<file path="src/rtl/i2s_tx_pkg.sv">
package i2s_tx_pkg;

  localparam int SAMPLE_W   = 24;
  localparam int CODE_W     = 3;
  localparam int SLOT_W     = 5;               // 32 bit clocks per slot
  localparam int POS_W      = SLOT_W + 1;      // channel bit on top
  localparam int SLOT_BITS  = 1 << SLOT_W;

  // Width in bits for a width code; 0 means unsupported (silence).
  function automatic int width_of(input logic [CODE_W-1:0] code);
    case (code)
      3'd0:    return 8;
      3'd1:    return 16;
      3'd3:    return 20;
      3'd4:    return 24;
      default: return 0;
    endcase
  endfunction

  // Serial bit for slot position spos of sample smp.
  function automatic logic slot_bit(input logic [SAMPLE_W-1:0] smp,
                                    input logic [CODE_W-1:0]   code,
                                    input logic                msbj,
                                    input logic [SLOT_W-1:0]   spos);
    int w;
    int idx;
    w   = width_of(code);
    idx = msbj ? int'(spos) : int'(spos) - 1;
    if (idx < 0 || idx >= w) return 1'b0;
    return smp[w - 1 - idx];
  endfunction

endpackage

</file>
<file path="src/rtl/i2s_tx_fifo.sv">
module i2s_tx_fifo #(
  parameter int W     = 24,
  parameter int DEPTH = 32,
  localparam int AW    = $clog2(DEPTH),
  localparam int LVL_W = AW + 1
) (
  input  logic             clk,
  input  logic             rst_n,
  input  logic             flush,
  input  logic             wr_en,
  input  logic [W-1:0]     wr_data,
  input  logic             rd_en,
  output logic [W-1:0]     rd_data,
  output logic             empty,
  output logic             full,
  output logic [LVL_W-1:0] level
);

  logic [W-1:0]     mem [DEPTH];
  logic [AW-1:0]    wptr, rptr;
  logic [LVL_W-1:0] cnt;
  logic             do_wr, do_rd;

  assign empty   = (cnt == '0);
  assign full    = (cnt == LVL_W'(DEPTH));
  assign level   = cnt;
  assign rd_data = mem[rptr];
  assign do_wr   = wr_en && !full && !flush;
  assign do_rd   = rd_en && !empty && !flush;

  always_ff @(posedge clk) begin
    if (do_wr) mem[wptr] <= wr_data;
  end

  always_ff @(posedge clk or negedge rst_n) begin
    if (!rst_n) begin
      wptr <= '0;
      rptr <= '0;
      cnt  <= '0;
    end else if (flush) begin
      wptr <= '0;
      rptr <= '0;
      cnt  <= '0;
    end else begin
      if (do_wr) wptr <= wptr + 1'b1;
      if (do_rd) rptr <= rptr + 1'b1;
      case ({do_wr, do_rd})
        2'b10:   cnt <= cnt + 1'b1;
        2'b01:   cnt <= cnt - 1'b1;
        default: cnt <= cnt;
      endcase
    end
  end

endmodule

</file>
<file path="src/rtl/i2s_tx_clkgen.sv">
module i2s_tx_clkgen #(
  parameter int DIV_W = 4
) (
  input  logic             clk,
  input  logic             rst_n,
  input  logic             enable,
  input  logic             bclk_master,
  input  logic [DIV_W-1:0] div,
  input  logic             ext_bclk,
  output logic             bclk_int,
  output logic             bit_tick
);

  logic [DIV_W-1:0] half_cnt;
  logic             bclk_q;
  logic [1:0]       ext_sync;
  logic             ext_prev;
  logic             half_done;
  logic             ext_fall;

  assign half_done = (half_cnt == div);
  assign ext_fall  = ext_prev && !ext_sync[1];

  // Outside clock is synchronised all the time so enabling gives no false edge.
  always_ff @(posedge clk or negedge rst_n) begin
    if (!rst_n) begin
      ext_sync <= '0;
      ext_prev <= 1'b0;
    end else begin
      ext_sync <= {ext_sync[0], ext_bclk};
      ext_prev <= ext_sync[1];
    end
  end

  always_ff @(posedge clk or negedge rst_n) begin
    if (!rst_n) begin
      half_cnt <= '0;
      bclk_q   <= 1'b0;
    end else if (!enable || !bclk_master) begin
      half_cnt <= '0;
      bclk_q   <= 1'b0;
    end else if (half_done) begin
      half_cnt <= '0;
      bclk_q   <= ~bclk_q;
    end else begin
      half_cnt <= half_cnt + 1'b1;
    end
  end

  assign bclk_int = bclk_q;
  assign bit_tick = enable && (bclk_master ? (half_done && bclk_q) : ext_fall);

endmodule

</file>
<file path="src/rtl/i2s_tx_framer.sv">
module i2s_tx_framer
  import i2s_tx_pkg::*;
(
  input  logic                clk,
  input  logic                rst_n,
  input  logic                enable,
  input  logic                play_en,
  input  logic                fclk_master,
  input  logic                msb_just,
  input  logic                mono,
  input  logic [CODE_W-1:0]   width_code,
  input  logic                bit_tick,
  input  logic                ext_ws,
  input  logic                fifo_empty,
  input  logic [SAMPLE_W-1:0] fifo_head,
  output logic                pop,
  output logic                slot_start,
  output logic                underrun_evt,
  output logic                ws_o,
  output logic                sd_o
);

  logic [POS_W-1:0]    pos, nxt_pos;
  logic [1:0]          ws_sync;
  logic                ws_s;
  logic                ws_q, sd_q;
  logic [SAMPLE_W-1:0] hold;
  logic [SAMPLE_W-1:0] cur_smp;
  logic                need_word;

  assign ws_s = ws_sync[1];

  always_ff @(posedge clk or negedge rst_n) begin
    if (!rst_n) ws_sync <= '0;
    else        ws_sync <= {ws_sync[0], ext_ws};
  end

  // Next bit position: free-running when frame master, resynchronised on
  // every word-select change otherwise.
  always_comb begin
    if (fclk_master)
      nxt_pos = pos + 1'b1;
    else if (ws_s != pos[POS_W-1])
      nxt_pos = {ws_s, {SLOT_W{1'b0}}};
    else
      nxt_pos = {pos[POS_W-1], pos[SLOT_W-1:0] + 1'b1};
  end

  assign slot_start   = bit_tick && (nxt_pos[SLOT_W-1:0] == '0);
  assign need_word    = slot_start && play_en && (!nxt_pos[POS_W-1] || !mono);
  assign pop          = need_word && !fifo_empty;
  assign underrun_evt = need_word && fifo_empty;
  assign cur_smp      = pop ? fifo_head : hold;

  always_ff @(posedge clk or negedge rst_n) begin
    if (!rst_n) begin
      pos  <= '1;
      ws_q <= 1'b0;
      sd_q <= 1'b0;
      hold <= '0;
    end else if (!enable) begin
      pos  <= '1;
      ws_q <= 1'b0;
      sd_q <= 1'b0;
      hold <= '0;
    end else if (bit_tick) begin
      pos  <= nxt_pos;
      ws_q <= fclk_master & nxt_pos[POS_W-1];
      sd_q <= play_en & slot_bit(cur_smp, width_code, msb_just, nxt_pos[SLOT_W-1:0]);
      if (pop) hold <= fifo_head;
    end
  end

  assign ws_o = ws_q;
  assign sd_o = sd_q;

endmodule

</file>
<file path="src/rtl/i2s_tx.sv">
module i2s_tx
  import i2s_tx_pkg::*;
#(
  parameter int DIV_W      = 4,
  parameter int FIFO_DEPTH = 32,
  localparam int LVL_W     = $clog2(FIFO_DEPTH) + 1
) (
  input  logic                clk,
  input  logic                rst_n,
  input  logic                enable,
  input  logic                play_en,
  input  logic [CODE_W-1:0]   cfg_width,
  input  logic                cfg_msb_just,
  input  logic                cfg_mono,
  input  logic                cfg_bclk_master,
  input  logic                cfg_fclk_master,
  input  logic [DIV_W-1:0]    cfg_div,
  input  logic [LVL_W-1:0]    cfg_req_thr,
  input  logic                flush,
  input  logic                wr_en,
  input  logic [SAMPLE_W-1:0] wr_data,
  input  logic                ext_bclk,
  input  logic                ext_ws,
  output logic                bclk_o,
  output logic                ws_o,
  output logic                sd_o,
  output logic                req_o,
  output logic [LVL_W-1:0]    fifo_level,
  output logic                fifo_full,
  output logic                underrun
);

  logic                bit_tick;
  logic                pop;
  logic                slot_start;
  logic                underrun_evt;
  logic                fifo_empty;
  logic [SAMPLE_W-1:0] fifo_head;
  logic                underrun_q;

  i2s_tx_fifo #(.W(SAMPLE_W), .DEPTH(FIFO_DEPTH)) u_fifo (
    .clk     (clk),
    .rst_n   (rst_n),
    .flush   (flush),
    .wr_en   (wr_en),
    .wr_data (wr_data),
    .rd_en   (pop),
    .rd_data (fifo_head),
    .empty   (fifo_empty),
    .full    (fifo_full),
    .level   (fifo_level)
  );

  i2s_tx_clkgen #(.DIV_W(DIV_W)) u_clkgen (
    .clk         (clk),
    .rst_n       (rst_n),
    .enable      (enable),
    .bclk_master (cfg_bclk_master),
    .div         (cfg_div),
    .ext_bclk    (ext_bclk),
    .bclk_int    (bclk_o),
    .bit_tick    (bit_tick)
  );

  i2s_tx_framer u_framer (
    .clk          (clk),
    .rst_n        (rst_n),
    .enable       (enable),
    .play_en      (play_en),
    .fclk_master  (cfg_fclk_master),
    .msb_just     (cfg_msb_just),
    .mono         (cfg_mono),
    .width_code   (cfg_width),
    .bit_tick     (bit_tick),
    .ext_ws       (ext_ws),
    .fifo_empty   (fifo_empty),
    .fifo_head    (fifo_head),
    .pop          (pop),
    .slot_start   (slot_start),
    .underrun_evt (underrun_evt),
    .ws_o         (ws_o),
    .sd_o         (sd_o)
  );

  // Sticky underrun; flush wins over a new event.
  always_ff @(posedge clk or negedge rst_n) begin
    if (!rst_n)            underrun_q <= 1'b0;
    else if (flush)        underrun_q <= 1'b0;
    else if (underrun_evt) underrun_q <= 1'b1;
  end

  assign underrun = underrun_q;
  assign req_o    = enable && play_en && (fifo_level <= cfg_req_thr);

endmodule

</file>
<file path="config.mk">
export PLATFORM = sky130hd
export DESIGN_NAME = i2s_tx
export DESIGN_NICKNAME = d
export VERILOG_FILES = /design/src/rtl/i2s_tx_pkg.sv /design/src/rtl/i2s_tx_fifo.sv /design/src/rtl/i2s_tx_clkgen.sv /design/src/rtl/i2s_tx_framer.sv /design/src/rtl/i2s_tx.sv
export SDC_FILE = /design/constraint.sdc
export NUM_CORES = 1
export LEC_CHECK = 0
export ABC_AREA = 0
export BUFFER_PORTS_ARGS = -buffer_cell sky130_fd_sc_hd__buf_2
export CORE_MARGIN = 2
export CORE_UTILIZATION = 50
export DETAILED_ROUTE_END_ITERATION = 12
export GPL_ROUTABILITY_DRIVEN = 0
export PLACE_DENSITY_LB_ADDON = 0.15
export SYNTH_ARGS = -nofsm -noshare
export SYNTH_HDL_FRONTEND = slang
export SYNTH_SLANG_ARGS = --single-unit
</file>
<file path="constraint.sdc">
create_clock -name clk -period 5 [get_ports clk]
set_clock_uncertainty 0.1 [all_clocks]
set_input_delay 1 -clock clk [delete_from_list [all_inputs] [get_ports clk]]
set_output_delay 1 -clock clk [all_outputs]
set_load 0.02 [all_outputs]
</file>
After elaboration in Yosys (flattened, before gate mapping)
Memory sizes are Yosys's and may differ from the RTL's.
Index checks and enable logic that the tools add are counted.
{"block": "totals", "regBits": 59, "wordCells": 113, "memories": 1, "in_bits": 49, "out_inout_bits": 12, "mem_bits_rw": 768}
{"name": "u_fifo.mem", "words": 32, "width": 24, "rd": 1, "rd_ports_with_merged_regs": 0, "wr": 1, "line": "i2s_tx_fifo.sv:19", "text": "logic [W-1:0] mem [DEPTH];"}
{"block": "classes", "n_eq_ne": 9, "bitwise_logic": 3, "n_lt_le_gt_ge": 4, "reduce_logical": 33, "addsub": 10, "muxes": 40}
{"operator": "$mux W32", "n": 3}
{"operator": "$mux W24", "n": 3}
{"operator": "$ge A32 B32 Y1", "n": 1}
{"operator": "$lt A32 B1 Y1 const B", "n": 1}
{"operator": "$lt A32 B7 Y1 const B", "n": 1}
{"operator": "$sub A32 B2 Y32 const B", "n": 1}
{"operator": "$sub A32 B32 Y32", "n": 1}
{"operator": "$mux W6", "n": 5}
{"operator": "$mux W1", "n": 20}
{"operator": "$mux W5", "n": 4}
{"operator": "$pmux W5 S4", "n": 1}
{"operator": "$add A5 B1 Y5 const B", "n": 3}
{"operator": "$logic_and A1 B1 Y1", "n": 14}
{"operator": "$add A6 B1 Y6 const B", "n": 2}
{"operator": "$pmux W6 S2", "n": 1}
{"operator": "$logic_not A1 Y1", "n": 8}
{"operator": "$mux W4", "n": 2}
{"operator": "$reduce_bool A2 Y1", "n": 4}
{"operator": "$eq A6 B6 Y1 const B", "n": 1}
{"operator": "$le A6 B6 Y1", "n": 1}
{"operator": "$logic_not A6 Y1", "n": 1}
{"operator": "$sub A5 B1 Y6 const B", "n": 1}
{"operator": "$sub A6 B1 Y6 const B", "n": 1}
{"operator": "$bmux W1 S5", "n": 1}
{"operator": "other kinds (15)", "n": 18}

Longest topological paths before layout
{"block": "logic_depth", "word_depth": 18, "mapped_depth": 20, "depth_no_buf": 18}

Cells and area by module
From an unflattened synthesis, not the netlist that was laid out.
{"block": "unflattened", "cells_unflattened": 1835, "hier_area_um2": 33398.3}
{"mod": "i2s_tx_fifo", "area_per_inst_um2": 30551.8, "instances": 1, "seq_area_each_um2": 23462.5, "cells_per_inst": 1539}
{"mod": "i2s_tx_framer", "area_per_inst_um2": 2302.2, "instances": 1, "seq_area_each_um2": 858.3, "cells_per_inst": 243}
{"mod": "i2s_tx_clkgen", "area_per_inst_um2": 359.1, "instances": 1, "seq_area_each_um2": 200.2, "cells_per_inst": 27}
{"mod": "i2s_tx", "area_per_inst_um2": 185.2, "instances": 1, "seq_area_each_um2": 25.0, "cells_per_inst": 26}

Worst setup path after synthesis
No wires, ideal clock.
{"block": "synth_path", "path_kind": "input -> register", "from": "input port cfg_fclk_master", "to": "register u_fifo.cnt[5], in the netlist u_fifo.level[5]", "setup_time_ps": 132, "t_arrival_ps": 4500, "path_slack_ps": 268, "n_path_buf": 3, "cell_stages": 19, "required_time_ps": 4768, "cell_sequence": "buf_6 > nor2_1 > or2_2 > clkbuf_1 > ha_1 > or4b_4 > a2111oi_4 > nand2_2 > clkbuf_1 > nor3_1 > ha_1 > a21o_1 > a21oi_1 > o21bai_1 > a21oi_1 > or3_1 > nand2_1 > xnor2_1 > nor2_1"}
{"block": "synth_via", "elab_chain_cells": 11, "word_cells_on_any_way": 15, "classes_between": "eq/ne (2); mux (3); reduce/logical (10)"}
{"element": "start: declaration", "line": "i2s_tx.sv:16", "text": "input logic cfg_fclk_master,"}
{"element": "$mux W6 (*)", "line": "i2s_tx_framer.sv:41", "text": "if (fclk_master)"}
{"element": "$logic_not A5 Y1", "line": "i2s_tx_framer.sv:49", "text": "assign slot_start = bit_tick && (nxt_pos[SLOT_W-1:0] == '0);"}
{"element": "$logic_and A1 B1 Y1", "line": "i2s_tx_framer.sv:49"}
{"element": "$logic_and A1 B1 Y1", "line": "i2s_tx_framer.sv:50", "text": "assign need_word = slot_start && play_en && (!nxt_pos[POS_W-1] || !mono);"}
{"element": "$logic_and A1 B1 Y1 (*)", "line": "i2s_tx_framer.sv:50"}
{"element": "$logic_and A1 B1 Y1 (*)", "line": "i2s_tx_framer.sv:51", "text": "assign pop = need_word && !fifo_empty;"}
{"element": "$logic_and A1 B1 Y1 (*) (2 in a row)", "line": "i2s_tx_fifo.sv:29", "text": "assign do_rd = rd_en && !empty && !flush;"}
{"element": "$eq A2 B1 Y1 / $eq A2 B2 Y1 (equally long branches)", "line": "i2s_tx_fifo.sv:47", "text": "case ({do_wr, do_rd})"}
{"element": "$pmux W6 S2", "line": "i2s_tx_fifo.sv:47"}
{"element": "$mux W6", "line": "i2s_tx_fifo.sv:40", "text": "end else if (flush) begin"}
{"element": "end signal: assignment", "line": "i2s_tx_fifo.sv:48", "text": "2'b10: cnt <= cnt + 1'b1;"}
{"element": "end signal: assignment", "line": "i2s_tx_fifo.sv:49", "text": "2'b01: cnt <= cnt - 1'b1;"}
{"element": "end signal: assignment", "line": "i2s_tx_fifo.sv:50", "text": "default: cnt <= cnt;"}
{"element": "end: declaration", "line": "i2s_tx_fifo.sv:21", "text": "logic [LVL_W-1:0] cnt;"}
Mark *: on every way between the ends. The rest lies on a longest branch, timed or not.
A chain may end at the register's enable or synchronous reset.

Worst setup path after layout
{"block": "layout_path", "from": "register u_framer.pos[5]", "to": "register u_fifo.cnt[5], in the netlist u_fifo.level[5]"}
{"block": "layout_via", "elab_chain_cells": 13, "word_cells_on_any_way": 18, "classes_between": "add/sub (1); eq/ne (3); mux (4); reduce/logical (10)"}
{"element": "start: declaration", "line": "i2s_tx_framer.sv:23", "text": "logic [POS_W-1:0] pos, nxt_pos;"}
{"element": "start signal: assignment", "line": "i2s_tx_framer.sv:67", "text": "pos <= nxt_pos;"}
{"element": "parallel branches: the longest is 2 deep, another holds $add A6 B1 Y6"}
{"element": "$mux W6 (*)", "line": "i2s_tx_framer.sv:41"}
{"element": "$logic_not A5 Y1", "line": "i2s_tx_framer.sv:49"}
{"element": "$logic_and A1 B1 Y1", "line": "i2s_tx_framer.sv:49"}
{"element": "$logic_and A1 B1 Y1", "line": "i2s_tx_framer.sv:50"}
{"element": "$logic_and A1 B1 Y1 (*)", "line": "i2s_tx_framer.sv:50"}
{"element": "$logic_and A1 B1 Y1 (*)", "line": "i2s_tx_framer.sv:51"}
{"element": "$logic_and A1 B1 Y1 (*) (2 in a row)", "line": "i2s_tx_fifo.sv:29"}
{"element": "$eq A2 B1 Y1 / $eq A2 B2 Y1 (equally long branches)", "line": "i2s_tx_fifo.sv:47"}
{"element": "$pmux W6 S2", "line": "i2s_tx_fifo.sv:47"}
{"element": "$mux W6", "line": "i2s_tx_fifo.sv:40"}
Every way passes the cells marked *.

==> metrics.txt <==
Post-Syn Nets about 1,900; CTS max path bufs 3; R2R cell count 18; DIE AREA around 0.07 mm2; CP startpoint u_framer.pos[5]$_DFFE_PN1P_; Hold Buf Count CTS 0; Post-Route WL 82.8 mm; cell depth of the worst setup path 18; r2r setup slk roughly 0.64 ns; Post-Place Cells about 2,700; PD cells roughly 380 mW/mm2; sequential element share of the synthesized area 0.740; final worst path period share 0.871; HP Class reg -> reg; EDFF count, synth 768; Arr. time, crit path between 4 and 5 ns; Mapped Avg Cell Area between 15 and 20 um2; Slew HR 0.383; number of vias per cell slightly above 6; CP max FO 6; Num CTS Buffers 86; clk sinks ~830; most frequent CP cell ha_1; RSZ-0062 raised after global routing no; Post-Syn Instances between 1,500 and 2,000; # Post-CTS Setup Buffers 0; worst setup path class reg -> reg; largest net degree at the start of global routing around 70; routed vias between 15,000 and 20,000; ANT nets after route 0; worst-path cell chain inv_1 -> ha_1 -> o21ai_0 -> ha_1 -> or4b_4 -> a2111oi_4 -> nand2_2 -> nor3_1 -> buf_4 -> ha_1 -> a21o_1 -> a21oi_1 -> o21bai_1 -> a21oi_1 -> or3_1 -> nand2_1 -> xnor2_1 -> nor2_1; Overflow after GRT 0; Register Area approximately 0.025 mm2; Initial Utilization 0.504; vias in the first global route ~18,000; CP required between 5 and 6 ns; crit path max-delay cell type dfstp_2; total core area 0.0657 mm2; All-Layer GR Usage 0.245; Pleak 12.0 nW; initial antenna violation count 2; fillcell total approximately 4,900; Final Hold Vio Count 0; Nets 2,043; async set-or-reset flop fraction in the synthesized netlist 0.0713; chip width 262 um; min cycle time layout 4.36 ns; status complete, no violations; area taken by multi-input logic gates between 0.008 and 0.009 mm2; post-cts gate resize count 0; layout cell share with drive strength beyond 1 0.203; Worst Tran Pin Value just over 0.9 ns; Critical R2R Capture u_fifo.level[5]$_DFFE_PN0P_; num rows 94; RR Startpoint u_framer.pos[5]$_DFFE_PN1P_; Final setup viols 0; htree depth 3; most frequent cells in the layout edfxtp_1, mux2i_1, mux4_2, clkbuf_16, buf_4; Final Non-Filler Cells 2,903; Inserted Diodes 0; DR pass1 iterations 6; most common cell after layout, fill and taps aside edfxtp_1; synth unique cells 75; synthesis warning total 0; HPWL Detailed roughly 46 mm; Die Ht around 260 um; DR iter-0 viols approximately 1,800; P&R area growth vs syn 14.1%; global-route wire length before repair roughly 120 mm; FMAX ~0.23 GHz; highest ir drop seen on vdd 243 uV; ys flop type edfxtp_1; Top-Level Pins 61; Max Cap Violations 0; DR WL/cell around 29 um; Setup crit start kind register; later-pin clock latency in the skew report ~0.62 ns; CP max stage delay around 0.55 ns; Slew Limit Fails 0; Setup crit end u_fifo.level[5]$_DFFE_PN0P_; Post-Syn Area roughly 0.033 mm2; PortBufs 60; setup TNS 0 ns; Clock Pin Slew Worst Setup and Hold Paths 0.06 ns; Crit path max-delay family compound AO/OA/AOI/OAI gates; WP buf/inv 2; Worst setup EP type register; register bit count reported by yosys around 830; Root Driver clkbuf_16; # DRC 0; CTS tree done
## layer usage
layer / part of all wire / global-route usage / vias to the layer above
met5: 0.00031 / 0 / -
met4: 0.027 / 0.0807 / 4
met3: 0.061 / 0.0348 / 128
met2: 0.49 / 0.406 / 620
met1: 0.42 / 0.339 / 9217
li1: - / - / 7653
## state kept, by name (all words and copies together) (netlist names)
| register | flops |
|---|---|
| u_fifo.level | 6 |
| u_framer.sd_o | 1 |
| u_clkgen.half_cnt | 4 |
| u_framer.ws_o | 1 |
| u_clkgen.ext_prev | 1 |
| u_fifo.rptr | 5 |
| underrun | 1 |
| u_framer.hold | 24 |
| u_framer.ws_sync | 2 |
| u_fifo.wptr | 5 |
| u_clkgen.bclk_int | 1 |
| u_framer.pos | 6 |
| u_clkgen.ext_sync | 2 |
| u_fifo.mem | 768 |
## cell usage after synthesis, drive strengths merged (24+ instances only)
cell type | number | area share
o22ai | 66 | 0.012
dfrtp | 53 | 0.040
nand3 | 24 | 0.0036
nor2 | 95 | 0.011
clkbuf | 49 | 0.0055
buf | 56 | 0.012
a21oi | 37 | 0.0057
mux4 | 88 | 0.060
o21ai | 29 | 0.0045
nand2 | 64 | 0.0073
mux2i | 245 | 0.074
edfxtp | 768 | 0.70
## worst min-delay path by stage
stage	start	endpoint	slack (ns)	cells after the start
6_report	u_clkgen.ext_sync[0]$_DFF_PN0_	u_clkgen.ext_sync[1]$_DFF_PN0_	0.25	0
2_1_floorplan	u_clkgen.ext_sync[0]$_DFF_PN0_	u_clkgen.ext_sync[1]$_DFF_PN0_	0.23	0
3_3_place_gp	u_clkgen.ext_sync[0]$_DFF_PN0_	u_clkgen.ext_sync[1]$_DFF_PN0_	0.24	0
4_1_cts	u_clkgen.ext_sync[0]$_DFF_PN0_	u_clkgen.ext_sync[1]$_DFF_PN0_	0.26	0
3_5_place_dp	u_clkgen.ext_sync[0]$_DFF_PN0_	u_clkgen.ext_sync[1]$_DFF_PN0_	0.25	0
5_1_grt	u_framer.ws_sync[0]$_DFF_PN0_	u_framer.ws_sync[1]$_DFF_PN0_	0.27	0
## stage by stage
stage / total power [W] / area (um2) / worst slack (ns) / util / hold slack, ns
global route: 0.0149 / 37800 / 0.324 / 0.576 / 0.273
finish: 0.0144 / 37800 / 0.645 / 0.576 / 0.253
CTS: 0.0145 / 37800 / 0.643 / 0.576 / 0.259
detailed placement: 0.00816 / 35000 / 0.500 / 0.533 / 0.248
floorplan: 0.00794 / 33200 / 0.268 / - / 0.231
global placement: 0.00814 / 35000 / 0.480 / 0.533 / 0.238
## logic make-up after synthesis
kind of cell | Yosys count | share of synthesized area
adders and majority gates | 25 | 0.00988
AOI/OAI and AO/OA | 221 | 0.0454
xor gates and xnor gates | 27 | 0.00736
DFF | 827 | 0.740
muxes | 339 | 0.136
and+or+nand+nor | 282 | 0.0424
buffers and inverters | 123 | 0.0191
## final cells by class
cell class / instances / area share
timing repair buffer: 142 / 0.0282
tap: 864 / 0.0286
multi-input combinational: 894 / 0.218
clock buffer: 106 / 0.0600
sequential: 827 / 0.649
inverter: 18 / 0.00179
clock inverter: 52 / 0.0148
## report_power, final
group	switching, W	total, W	internal [W]	leakage [nW]
logic	0.000282	0.000401	0.000118	2.95
registers	0.0000167	0.00761	0.00760	7.69
clock network	0.00260	0.00644	0.00384	1.38
total	0.00290	0.0144	0.0116	12.0
(Power assumes the default switching activity.)
